$ cat src/rtl/soc_pkg.sv
package soc_pkg;

    typedef enum logic {
        SRC_PASS = 1'b0,
        SRC_FREE = 1'b1
    } src_e;

    localparam int NCHAN = 2;

    function automatic logic apply_pol(input logic s, input logic pos);
        return pos ? s : ~s;
    endfunction

    function automatic int max2(input int a, input int b);
        return (a > b) ? a : b;
    endfunction

endpackage

$ cat src/rtl/soc_sync.sv
module soc_sync #(
    parameter int W = 3
) (
    input  logic         clk,
    input  logic         rst,
    input  logic [W-1:0] d,
    output logic [W-1:0] q
);
    logic [W-1:0] meta;

    always_ff @(posedge clk) begin
        if (rst) begin
            meta <= '0;
            q    <= '0;
        end else begin
            meta <= d;
            q    <= meta;
        end
    end
endmodule

$ cat src/rtl/soc_freerun.sv
module soc_freerun
    import soc_pkg::*;
#(
    parameter int HPER0 = 40,
    parameter int HPER1 = 24,
    parameter int HPW   = 4,
    parameter int LINES = 6,
    parameter int VPW   = 2
) (
    input  logic clk,
    input  logic rst,
    input  logic fr_sel,
    output logic fr_h,
    output logic fr_v
);
    localparam int HMAX = max2(HPER0, HPER1);
    localparam int HW   = $clog2(HMAX + 1);
    localparam int VW   = $clog2(LINES + 1);

    logic [HW-1:0] hcnt;
    logic [VW-1:0] vcnt;
    logic [HW-1:0] last;

    assign last = fr_sel ? HW'(HPER1 - 1) : HW'(HPER0 - 1);

    always_ff @(posedge clk) begin
        if (rst) begin
            hcnt <= '0;
            vcnt <= '0;
        end else if (hcnt >= last) begin
            hcnt <= '0;
            vcnt <= (vcnt == VW'(LINES - 1)) ? '0 : vcnt + 1'b1;
        end else begin
            hcnt <= hcnt + 1'b1;
        end
    end

    assign fr_h = (hcnt < HW'(HPW));
    assign fr_v = (vcnt < VW'(VPW));
endmodule

$ cat src/rtl/soc_chan.sv
module soc_chan
    import soc_pkg::*;
(
    input  logic clk,
    input  logic rst,
    input  logic pt,
    input  logic fr,
    input  logic free_run,
    input  logic en,
    input  logic pol,
    input  logic gpo,
    output logic sel_free,
    output logic out
);
    src_e sel;
    logic cur;

    assign cur      = (sel == SRC_FREE) ? fr : pt;
    assign sel_free = (sel == SRC_FREE);

    always_ff @(posedge clk) begin
        if (rst) begin
            sel <= SRC_PASS;
            out <= 1'b0;
        end else begin
            if (!pt && !fr)
                sel <= free_run ? SRC_FREE : SRC_PASS;
            out <= en ? apply_pol(cur, pol) : gpo;
        end
    end
endmodule

$ cat src/rtl/soc_half.sv
module soc_half
    import soc_pkg::*;
(
    input  logic clk,
    input  logic rst,
    input  logic s,
    input  logic half_en,
    input  logic no_half,
    input  logic half_pol,
    input  logic gpo,
    output logic rise,
    output logic tgl,
    output logic out
);
    logic s_d;

    assign rise = s & ~s_d;

    always_ff @(posedge clk) begin
        if (rst) begin
            s_d <= 1'b0;
            tgl <= 1'b0;
            out <= 1'b0;
        end else begin
            s_d <= s;
            if (rise)
                tgl <= ~tgl;
            if (half_en)
                out <= tgl;
            else if (no_half)
                out <= apply_pol(s, half_pol);
            else
                out <= gpo;
        end
    end
endmodule

$ cat src/rtl/sync_out_cond.sv
module sync_out_cond
    import soc_pkg::*;
#(
    parameter int HPER0 = 40,
    parameter int HPER1 = 24,
    parameter int HPW   = 4,
    parameter int LINES = 6,
    parameter int VPW   = 2
) (
    input  logic clk,
    input  logic rst,
    input  logic hs_in,
    input  logic vs_in,
    input  logic half_in,
    input  logic en_h,
    input  logic en_v,
    input  logic pol_h,
    input  logic pol_v,
    input  logic gpo_h,
    input  logic gpo_v,
    input  logic free_run,
    input  logic fr_sel,
    input  logic half_en,
    input  logic no_half,
    input  logic half_pol,
    input  logic gpo_half,
    output logic hs_out,
    output logic vs_out,
    output logic half_out
);
    logic [2:0]       sync_q;
    logic [NCHAN-1:0] pt_s;
    logic [NCHAN-1:0] fr_s;
    logic [NCHAN-1:0] en_a;
    logic [NCHAN-1:0] pol_a;
    logic [NCHAN-1:0] gpo_a;
    logic [NCHAN-1:0] sel_fr;
    logic [NCHAN-1:0] ch_out;
    logic             fr_h;
    logic             fr_v;
    logic             half_s;
    logic             half_rise;
    logic             half_tgl;

    soc_sync #(.W(3)) u_sync (
        .clk (clk),
        .rst (rst),
        .d   ({half_in, vs_in, hs_in}),
        .q   (sync_q)
    );

    soc_freerun #(
        .HPER0 (HPER0),
        .HPER1 (HPER1),
        .HPW   (HPW),
        .LINES (LINES),
        .VPW   (VPW)
    ) u_fr (
        .clk    (clk),
        .rst    (rst),
        .fr_sel (fr_sel),
        .fr_h   (fr_h),
        .fr_v   (fr_v)
    );

    assign pt_s   = sync_q[1:0];
    assign half_s = sync_q[2];
    assign fr_s   = {fr_v, fr_h};
    assign en_a   = {en_v, en_h};
    assign pol_a  = {pol_v, pol_h};
    assign gpo_a  = {gpo_v, gpo_h};

    for (genvar i = 0; i < NCHAN; i++) begin : g_chan
        soc_chan u_chan (
            .clk      (clk),
            .rst      (rst),
            .pt       (pt_s[i]),
            .fr       (fr_s[i]),
            .free_run (free_run),
            .en       (en_a[i]),
            .pol      (pol_a[i]),
            .gpo      (gpo_a[i]),
            .sel_free (sel_fr[i]),
            .out      (ch_out[i])
        );
    end

    assign hs_out = ch_out[0];
    assign vs_out = ch_out[1];

    soc_half u_half (
        .clk      (clk),
        .rst      (rst),
        .s        (half_s),
        .half_en  (half_en),
        .no_half  (no_half),
        .half_pol (half_pol),
        .gpo      (gpo_half),
        .rise     (half_rise),
        .tgl      (half_tgl),
        .out      (half_out)
    );
endmodule

$ cat config.mk
export PLATFORM = sky130hd
export DESIGN_NAME = sync_out_cond
export DESIGN_NICKNAME = d
export VERILOG_FILES = /design/src/rtl/soc_pkg.sv /design/src/rtl/soc_sync.sv /design/src/rtl/soc_freerun.sv /design/src/rtl/soc_chan.sv /design/src/rtl/soc_half.sv /design/src/rtl/sync_out_cond.sv
export SDC_FILE = /design/constraint.sdc
export NUM_CORES = 1
export LEC_CHECK = 0
export BUFFER_PORTS_ARGS = -buffer_cell sky130_fd_sc_hd__buf_2
export CAP_MARGIN = 20
export CELL_PAD_IN_SITES_DETAIL_PLACEMENT = 1
export CELL_PAD_IN_SITES_GLOBAL_PLACEMENT = 2
export CORE_ASPECT_RATIO = 1.75
export CORE_MARGIN = 10
export CORE_UTILIZATION = 31
export CTS_CLUSTER_DIAMETER = 120
export DETAILED_ROUTE_END_ITERATION = 12
export PLACE_DENSITY_LB_ADDON = 0.1
export SLEW_MARGIN = 20
export SYNTH_ARGS = -nofsm -noshare
export SYNTH_HDL_FRONTEND = slang
export SYNTH_SLANG_ARGS = --single-unit
$ cat constraint.sdc
create_clock -name clk -period 1.95 [get_ports clk]
set_input_delay 0.39 -clock clk [delete_from_list [all_inputs] [get_ports clk]]
set_output_delay 0.39 -clock clk [all_outputs]
set_load 0.02 [all_outputs]
==> flow_metrics.tcl, run 1 <==
set metrics [dict create \
    status "finished clean" \
    synth_warnings 0 \
    worst-path-buf-inv 0 \
    synth_top_area_share 0.4855 \
    fmax_ghz 0.6104 \
    leakage_uw 0.0005109 \
    fin_nets 135 \
    rrSetupSlack_ns 0.31 \
    setup_tns_ns 0 \
    synth_top_area_cell "dfxtp_1" \
    htreeDepth 1 \
    hold_violations 0 \
    drive_above_1_share 0.2719 \
    report.final.slew_viol_count 0 \
    worstPathRequired_ns 2.10 \
    fin_util 0.4023 \
    syn_to_final_growth_pct 22.07 \
    initialDrtViolationCount 2 \
    final_cell_mix "dfxtp_1 (22), buf_2 (19), nor2b_1 (9), nor2_1 (9)" \
    postCtsHoldBufs 0 \
    fin_crit_ns 1.638 \
    dpl.hpwl_mm 1.521 \
    power_density_mw_per_mm2 881.7 \
    min_path_type "in -> reg" \
    cts_buffer_depth 2 \
    rows 25 \
    worstPathCellList "ha_1, a21o_1, a22oi_1, mux2_2" \
    num_vias 733 \
    die_area_sq_mm 0.005575 \
    start_util 0.3295 \
    vias_per_cell 5.199 \
    diodes 0 \
    skew_ns 0.003279 \
    drtAntennaViolNets 0 \
    finalCritPeriodShare 0.8401 \
    drt-total-wl_mm 1.924 \
    core-area_sq_mm 0.002753 \
    rsz0062_at_grt "no" \
    slowest_stage "dfxtp_1" \
    worst_pin_slew_ns 0.4815 \
    gp_congestion 0.7562 \
    port_buffers 19 \
    setup.worst_path.class "reg -> reg" \
    dr.pass1.iters 2 \
    clkSlewWorstSetupHoldPaths_ns 0.08 \
    hold_ws_ns 0.3271 \
    fp.dieW_um 60.89 \
    cp-start-kind "flop" \
    dp_cells 137 \
    die_h_um 91.56 \
    num_io_pins 20 \
    ys_ff_latch 22 \
    synth_nets 112 \
    cts_resized 0 \
    postCtsSetupBuffers 0 \
    syn_area_sq_um 907.1 \
    synth_seq_area_share 0.4855 \
    cts-root-buf "clkbuf_8" \
    final-setup-viol-count 0 \
    max_stage_delay_ns 0.43 \
    ys_top_cells_by_area "dfxtp_1 (49%), nor2b_1 (6.2%), ha_1 (4.1%)" \
    cp_top_family "flip-flops" \
    max_slew_margin 0.6748 \
    drv_cap 0 \
    wl_per_cell_um 13.65 \
    max-vdd-ir-drop_v 0.0004325 \
    syn_inst 92 \
    cts_buffers 3 \
    grt_pass1_wl_mm 3.325 \
    layout.cells.non_filler 141 \
    cts_tree "done" \
    numClockSinks 22 \
    ys_types 32 \
    grt_max_degree 20 \
    grt_overflow 0 \
    arrival_ns 1.79 \
    drc_errors 0 \
    grt_pass1_vias 759 \
    antenna_found_initial 0 \
    final_common_cell "dfxtp_1" \
    clk-insertion-delay-late_ns 0.26 \
    cp-end-kind "flop" \
    critPathMaxFanout 5 \
    track_usage 0.07613 \
    avgSynthCellArea_sq_um 9.860 \
]
[cell families after synthesis]
family | Yosys count | synth area share
buffers and inverters | 7 | 0.02897
flip-flops | 22 | 0.4855
adder cells (fa/ha/maj) | 3 | 0.04138
AO/OA/AOI/OAI | 18 | 0.1545
XOR/XNOR | 5 | 0.04828
multiplexers | 3 | 0.03448
AND/OR/NAND/NOR | 34 | 0.2069
[per-layer routing]
layer / vias to the layer above / GRT usage / share of wire
met5: - / 0 / 0
met4: 0 / 0.03860 / 0.014
met3: 4 / 0.02650 / 0.066
met2: 18 / 0.1203 / 0.49
met1: 349 / 0.08546 / 0.42
li1: 362 / - / -
[Yosys cell counts (all sizes together)]
library cell  number
a221oi             1
xor2               2
dfxtp             22
nand2              2
a21oi              3
clkbuf             2
nor2b              9
o41ai              1
a311o              2
xnor2              3
a22oi              1
o21bai             1
or3                1
nor3               1
o21ai              2
mux2i              2
or3b               1
or4                1
or2                2
a311oi             2
and3               1
ha                 3
a21o               4
mux2               1
and3b              1
nor2               9
a21bo              1
nand3              5
inv                5
nand2b             1
[final cells by class]
class / instances / area [sq um]
fillers: 329 / 1645
flip-flops and latches: 22 / 440.4
multi-input cells: 63 / 440.4
repair buffers: 20 / 102.6
clock buffers: 3 / 41.29
well taps: 27 / 33.78
clock inverters: 1 / 30.03
inverters: 5 / 18.77
[report_power, final]
group / internal [uW] / total, uW / switching, uW
clock: 274 / 419 / 145
combinational: 40.7 / 80.1 / 39.4
sequential: 468 / 477 / 9.45
total: 783 / 976 / 194
[stage by stage]
stage | instance area, sq um | worst slack [ns] | total power (uW)
final | 1107 | 0.3118 | 976.3
after floorplan | 907.1 | 0.3189 | 537.8
after global routing | 1107 | 0.2108 | 1026
after global placement | 1036 | 0.2343 | 566.6
after detailed placement | 1036 | 0.1901 | 570.0
after CTS | 1107 | 0.3034 | 995.1
[sequential cells by signal (all words and copies together) (netlist names)]
register / cells
g_chan.u_chan.out: 2
u_half.s_d: 1
u_sync.meta: 3
u_half.out: 1
u_sync.q: 3
u_fr.vcnt: 3
u_fr.hcnt: 6
u_half.tgl: 1
g_chan.u_chan.sel_free: 2
[path summary, 6_finish.rpt]
path | end | start | cells after the start
worst max-delay path | u_fr.vcnt[1] | u_fr.hcnt[5] | 4
worst min-delay path | g_chan[0].u_chan.out | en_h | 2
worst max register to register | u_fr.vcnt[1] | u_fr.hcnt[5] | 4
worst min register to register | u_sync.q[1] | u_sync.meta[1] | 1
Note: power is estimated with default switching activity, not from simulation.
==> inputs of run 2 (changes only) <==
==> constraint.sdc (replaced) <==
create_clock -name clk -period 1.59 [get_ports clk]
set_input_delay 0.318 -clock clk [delete_from_list [all_inputs] [get_ports clk]]
set_output_delay 0.318 -clock clk [all_outputs]
set_load 0.02 [all_outputs]
==> run 2 against run 1 <==
Effect of this change: worst hold slack worse by 0.074 ns; via count down 0.27%; utilization up 1.3 points; non-clock buffer count up 4; count of clock-buffer cells in the layout unchanged; first-iteration DRC count rose to 6.0 times the previous value; final cell count up 2.8%; combinational power up 27%.
==> flow_metrics.tcl, run 2 (same netlist as run 1, synthesis figures left out) <==
set metrics [dict create \
    layout.cells.non_filler 145 \
    max_stage_delay_ns 0.35 \
    final-setup-viol-count 0 \
    cts_tree "done" \
    hold_depth 2 \
    min_path_type "in -> reg" \
    power_density_mw_per_mm2 1052 \
    drtAntennaViolNets 0 \
    cts_buffer_depth 2 \
    htreeDepth 1 \
    top_register "u_fr.hcnt" \
    antenna_found_initial 0 \
    start_util 0.3295 \
    fin_nets 139 \
    max-vdd-ir-drop_v 0.0005225 \
    die_area_sq_mm 0.005575 \
    grt_pass1_wl_mm 3.318 \
    cp_top_family "compound AO/OA/AOI/OAI gates" \
    grt_pass1_vias 778 \
    wl_per_cell_um 12.89 \
    clkSlewWorstSetupHoldPaths_ns 0.08 \
    drt-total-wl_mm 1.869 \
    min_from "en_h" \
    hold_violations 0 \
    holdPathEnd "g_chan[0].u_chan.out" \
    diodes 0 \
    rows 25 \
    clk-insertion-delay-late_ns 0.26 \
    max_slew_margin 0.7032 \
    critPathMaxFanout 3 \
    numClockSinks 22 \
    initialDrtViolationCount 12 \
    port_buffers 19 \
    setup.worst_path.class "reg -> reg" \
    rr_endpoint "u_fr.vcnt[1]" \
    skew_ns 0.005652 \
    num_vias 731 \
    vias_per_cell 5.041 \
    status "finished clean" \
    finalCritPeriodShare 0.9521 \
    fin_crit_ns 1.514 \
    rsz0062_at_grt "no" \
    slowest_stage "mux2_2" \
    gp_congestion 0.7356 \
    fp.dieW_um 60.89 \
    setup_tns_ns 0 \
    report.final.slew_viol_count 0 \
    num_io_pins 20 \
    drv_cap 0 \
    rrSetupSlack_ns 0.08 \
    worst-path-buf-inv 0 \
    cp-end-kind "flop" \
    syn_to_final_growth_pct 25.93 \
    r2r-start "u_fr.hcnt[5]" \
    fmax_ghz 0.6606 \
    dp_cells 141 \
    cts-root-buf "clkbuf_8" \
    drive_above_1_share 0.3051 \
    final_cell_mix "dfxtp_1 (22), buf_2 (19), nor2b_1 (9), nor2_1 (9)" \
    largest_register_ffs 6 \
    worstPathRequired_ns 1.74 \
    arrival_ns 1.66 \
    dr.pass1.iters 4 \
    worstPathCellList "ha_1, a21o_1, a22oi_2, mux2_2" \
    cts_buffers 3 \
    die_h_um 91.56 \
    drc_errors 0 \
    track_usage 0.07243 \
    cp-start-kind "flop" \
    hold_ws_ns 0.2533 \
    worst_pin_slew_ns 0.4395 \
    reg2reg_depth 4 \
    core-area_sq_mm 0.002753 \
    dpl.hpwl_mm 1.532 \
    grt_max_degree 20 \
    grt_overflow 0 \
    final_common_cell "dfxtp_1" \
    leakage_uw 0.0005315 \
]
[run 2: cell count changes in the layout (fill, tap and decap cells not counted)]
cell / change
a22oi_2: +1
buf_4: +4
a22oi_1: -1
[run 2: worst max path at each step]
stage                 startpoint           end  cells after the start
floorplan                 fr_sel  u_fr.vcnt[1]                      4
global placement          fr_sel  u_fr.vcnt[1]                      5
detailed placement        fr_sel  u_fr.vcnt[1]                      5
CTS                 u_fr.hcnt[5]  u_fr.vcnt[1]                      4
global route        u_fr.hcnt[5]  u_fr.vcnt[1]                      4
finish              u_fr.hcnt[5]  u_fr.vcnt[1]                      4
[run 2: repair_timing]
item                       CTS  global route
buffers inserted             0             0
hold endpoints to repair     0             0
hold buffers                 0             0
setup endpoints to repair    0             2
resized for setup            0             1
[run 2: layer usage]
metal  up-vias  global-route usage  wire length, um
li1        372                   -                -
met1       337             0.08466              792
met2        18              0.1143              894
met3         4             0.02650              153
met4         0             0.02757               28
met5         -                   0                0
[run 2: cell type report]
type | count | area (sq um)
multi-input cells | 63 | 445.4
clock buffers | 3 | 41.29
flip-flops and latches | 22 | 440.4
fillers | 321 | 1610
well taps | 27 | 33.78
inverters | 5 | 18.77
clock inverters | 1 | 30.03
repair buffers | 24 | 132.6
[run 2: where the power goes]
| part | switching, uW | total (uW) | internal [uW] |
|---|---|---|---|
| clock network | 178 | 515 | 336 |
| registers | 11.7 | 586 | 574 |
| logic | 48.8 | 102 | 53.0 |
| total | 239 | 1200 | 963 |
[run 2: metrics by stage]
stage               power, uW  setup WS [ns]  cell area (sq um)    util
floorplan               659.6        0.03086              907.1       -
global route             1257       0.008228               1142  0.4150
finish                   1202        0.07624               1142  0.4150
global placement        698.3       -0.03600               1066  0.3873
detailed placement      703.3        -0.1118               1066  0.3873
CTS                      1219        0.01743               1137  0.4132
==> inputs of run 3 (changes only) <==
--- a/config.mk
+++ b/config.mk
@@ -5,16 +5,18 @@
 export SDC_FILE = /design/constraint.sdc
 export NUM_CORES = 1
 export LEC_CHECK = 0
+export ABC_AREA = 1
 export BUFFER_PORTS_ARGS = -buffer_cell sky130_fd_sc_hd__buf_2
 export CAP_MARGIN = 20
 export CELL_PAD_IN_SITES_DETAIL_PLACEMENT = 1
 export CELL_PAD_IN_SITES_GLOBAL_PLACEMENT = 2
 export CORE_ASPECT_RATIO = 1.75
 export CORE_MARGIN = 10
-export CORE_UTILIZATION = 31
+export CORE_UTILIZATION = 29
 export CTS_CLUSTER_DIAMETER = 120
 export DETAILED_ROUTE_END_ITERATION = 12
 export PLACE_DENSITY_LB_ADDON = 0.1
+export SKIP_LAST_GASP = 1
 export SLEW_MARGIN = 20
 export SYNTH_ARGS = -nofsm -noshare
 export SYNTH_HDL_FRONTEND = slang
==> run 3 against run 2 <==
Effect of this change: die area rose by 11%; largest power group unchanged; critical path depth rose by 2; fmax rose by 16%; routed wire length rose by 22%; clock power barely moved; critical path type unchanged; worst hold slack improved by 0.0024 ns; highest routed layer unchanged; flip-flop and latch count did not move; utilization fell by 4.0 points; register-to-register slack improved by 0.20 ns.
==> flow_metrics.tcl, run 3 <==
set metrics [dict create \
    status "finished clean" \
    ys_ff_latch 22 \
    drc_errors 0 \
    fp.dieW_um 63.99 \
    crit_start "u_fr.hcnt[5]" \
    p_int_uw 955.3 \
    worst_pin_slew_ns 0.2746 \
    ys.flop_type "dfxtp_1" \
    wl_per_cell_um 11.30 \
    top_register "u_fr.hcnt" \
    cts-root-buf "clkbuf_8" \
    setup.worst_path.class "reg -> reg" \
    htreeDepth 1 \
    cts_buffers 3 \
    finalCritPeriodShare 0.8241 \
    syn_area_sq_um 982.2 \
    synth_edf_count 0 \
    core-area_sq_mm 0.003209 \
    r2r-start "u_fr.hcnt[5]" \
    synth_top_area_cell "dfxtp_1" \
    max-vdd-ir-drop_v 0.0004177 \
    die_area_sq_mm 0.006206 \
    syn_inst 136 \
    drv_cap 0 \
    cts_buffer_depth 2 \
    grt_pass1_vias 964 \
    reg2reg_depth 6 \
    antenna_found_initial 0 \
    postCtsHoldBufs 0 \
    fmax_ghz 0.7632 \
    dr.pass1.iters 2 \
    drtAntennaViolNets 0 \
    synth_top_area_share 0.4484 \
    grt_pass1_wl_mm 4.084 \
    clkSlewWorstSetupHoldPaths_ns 0.08 \
    worstPathRequired_ns 1.79 \
    synth_nets 156 \
    crit_end "u_fr.vcnt[2]" \
    skew_ns 0.003338 \
    dpl.hpwl_mm 1.951 \
    drive_above_1_share 0.2075 \
    ys_top_cells_by_area "dfxtp_1 (45%), nor2_1 (9.9%), inv_1 (9.2%)" \
    leakage_uw 0.0005741 \
    rsz0062_at_grt "no" \
    num_vias 915 \
    clock_power_share 0.426 \
    p_sw_frac 0.2078 \
    cts_tree "done" \
    rows 27 \
    num_io_pins 20 \
    rr_endpoint "u_fr.vcnt[2]" \
    cp-end-kind "flop" \
    yosys.cell_count.top_type "nor2_1" \
    cp-start-kind "flop" \
    power_density_mw_per_mm2 1001 \
    track_usage 0.07972 \
    final-setup-viol-count 0 \
    p_seq_frac 0.488 \
    avgSynthCellArea_sq_um 7.222 \
    hold_violations 0 \
    die_h_um 96.99 \
    cts_resized 0 \
    synthArstFlopShare 0 \
    synth_warnings 0 \
    fin_nets 180 \
    syn_to_final_growth_pct 22.68 \
    start_util 0.3060 \
    fillers 428 \
    numClockSinks 22 \
    final_common_cell "nor2_1" \
    critPathMaxFanout 5 \
    report.final.slew_viol_count 0 \
    initialDrtViolationCount 20 \
    fin_crit_ns 1.310 \
    drt-total-wl_mm 2.283 \
    clk-insertion-delay-late_ns 0.26 \
    gp_congestion 0.7425 \
    port_buffers 19 \
    postCtsSetupBuffers 0 \
    max_slew_margin 0.8167 \
    ys_types 18 \
    p_comb_frac 0.087 \
    diodes 0 \
    largest_register_ffs 6 \
    final_cell_mix "nor2_1 (26), inv_1 (24), nand2_1 (23)" \
    min_path_type "in -> reg" \
    fin_util 0.3754 \
    vias_per_cell 4.530 \
    grt_max_degree 14 \
    grt_overflow 0 \
    synth_seq_area_share 0.4484 \
    rrSetupSlack_ns 0.28 \
    arrival_ns 1.51 \
    power.switching_uw 250.6 \
    yosys-top-cells-count "nor2_1 (26), inv_1 (24), nand2_1 (23)" \
    setup_tns_ns 0 \
]
## run 3: metrics by stage
stage | area [sq um] | worst slack (ns) | total power, uW | std cells | hold WS [ns]
after floorplan | 982.2 | 0.3680 | 662.4 | 136 | 0.3883
after global placement | 1134 | 0.2277 | 703.4 | 198 | 0.3923
after detailed placement | 1134 | 0.1815 | 709.7 | 198 | 0.3995
after CTS | 1205 | 0.2496 | 1232 | 202 | 0.2510
after global routing | 1205 | 0.1456 | 1280 | 202 | 0.2632
final | 1205 | 0.2797 | 1206 | 202 | 0.2558
## run 3: worst min path at each step
stage,startpoint,endpoint,slack (ns),cells past startpoint
2_1_floorplan,u_sync.meta[0],u_sync.q[0],0.39,2
3_3_place_gp,u_sync.meta[0],u_sync.q[0],0.39,2
3_5_place_dp,u_sync.meta[1],u_sync.q[1],0.40,2
4_1_cts,hs_in,u_sync.meta[0],0.25,3
5_1_grt,vs_in,u_sync.meta[1],0.26,3
6_report,vs_in,u_sync.meta[1],0.26,3
## run 3: kinds of logic after synthesis
group           Yosys count  share of synthesized area
flops                    22                     0.4484
simple gates             65                     0.2866
fa+ha+maj                 3                    0.03822
xor+xnor                  2                    0.01784
compound gates           18                     0.1057
buf+inv                  26                     0.1032
## run 3: per-layer routing
| layer | vias to the layer above | track usage | part of all wire |
|---|---|---|---|
| li1 | 464 | - | - |
| met1 | 439 | 0.07286 | 0.36 |
| met2 | 10 | 0.1523 | 0.59 |
| met3 | 2 | 0.01959 | 0.036 |
| met4 | 0 | 0.04034 | 0.013 |
| met5 | - | 0 | 0 |
## run 3: critical path: stages (launching register included)
cell	delay [ns]
dfxtp_1	0.39
ha_1	0.26
a21oi_1	0.22
nand2_4	0.10
inv_4	0.08
nand2_1	0.06
a21oi_2	0.13
## run 3: cell type report
type	instances	area, sq um	share of cell area
Timing Repair Buffer	20	102.6	0.08515
Clock buffer	3	41.29	0.03427
Clock inverter	1	30.03	0.02492
Inverter	25	96.34	0.07996
Tap cell	43	53.80	0.04465
Sequential cell	22	440.4	0.3655
Multi-Input combinational cell	88	440.4	0.3655
## run 3: power by group through the flow
stage	Clock, uW	Combinational (uW)	Sequential (uW)
finish	513	104	588
global route	566	122	592
CTS	535	108	589
detailed placement	0	108	602
global placement	0	103	600
floorplan	0	56.8	606
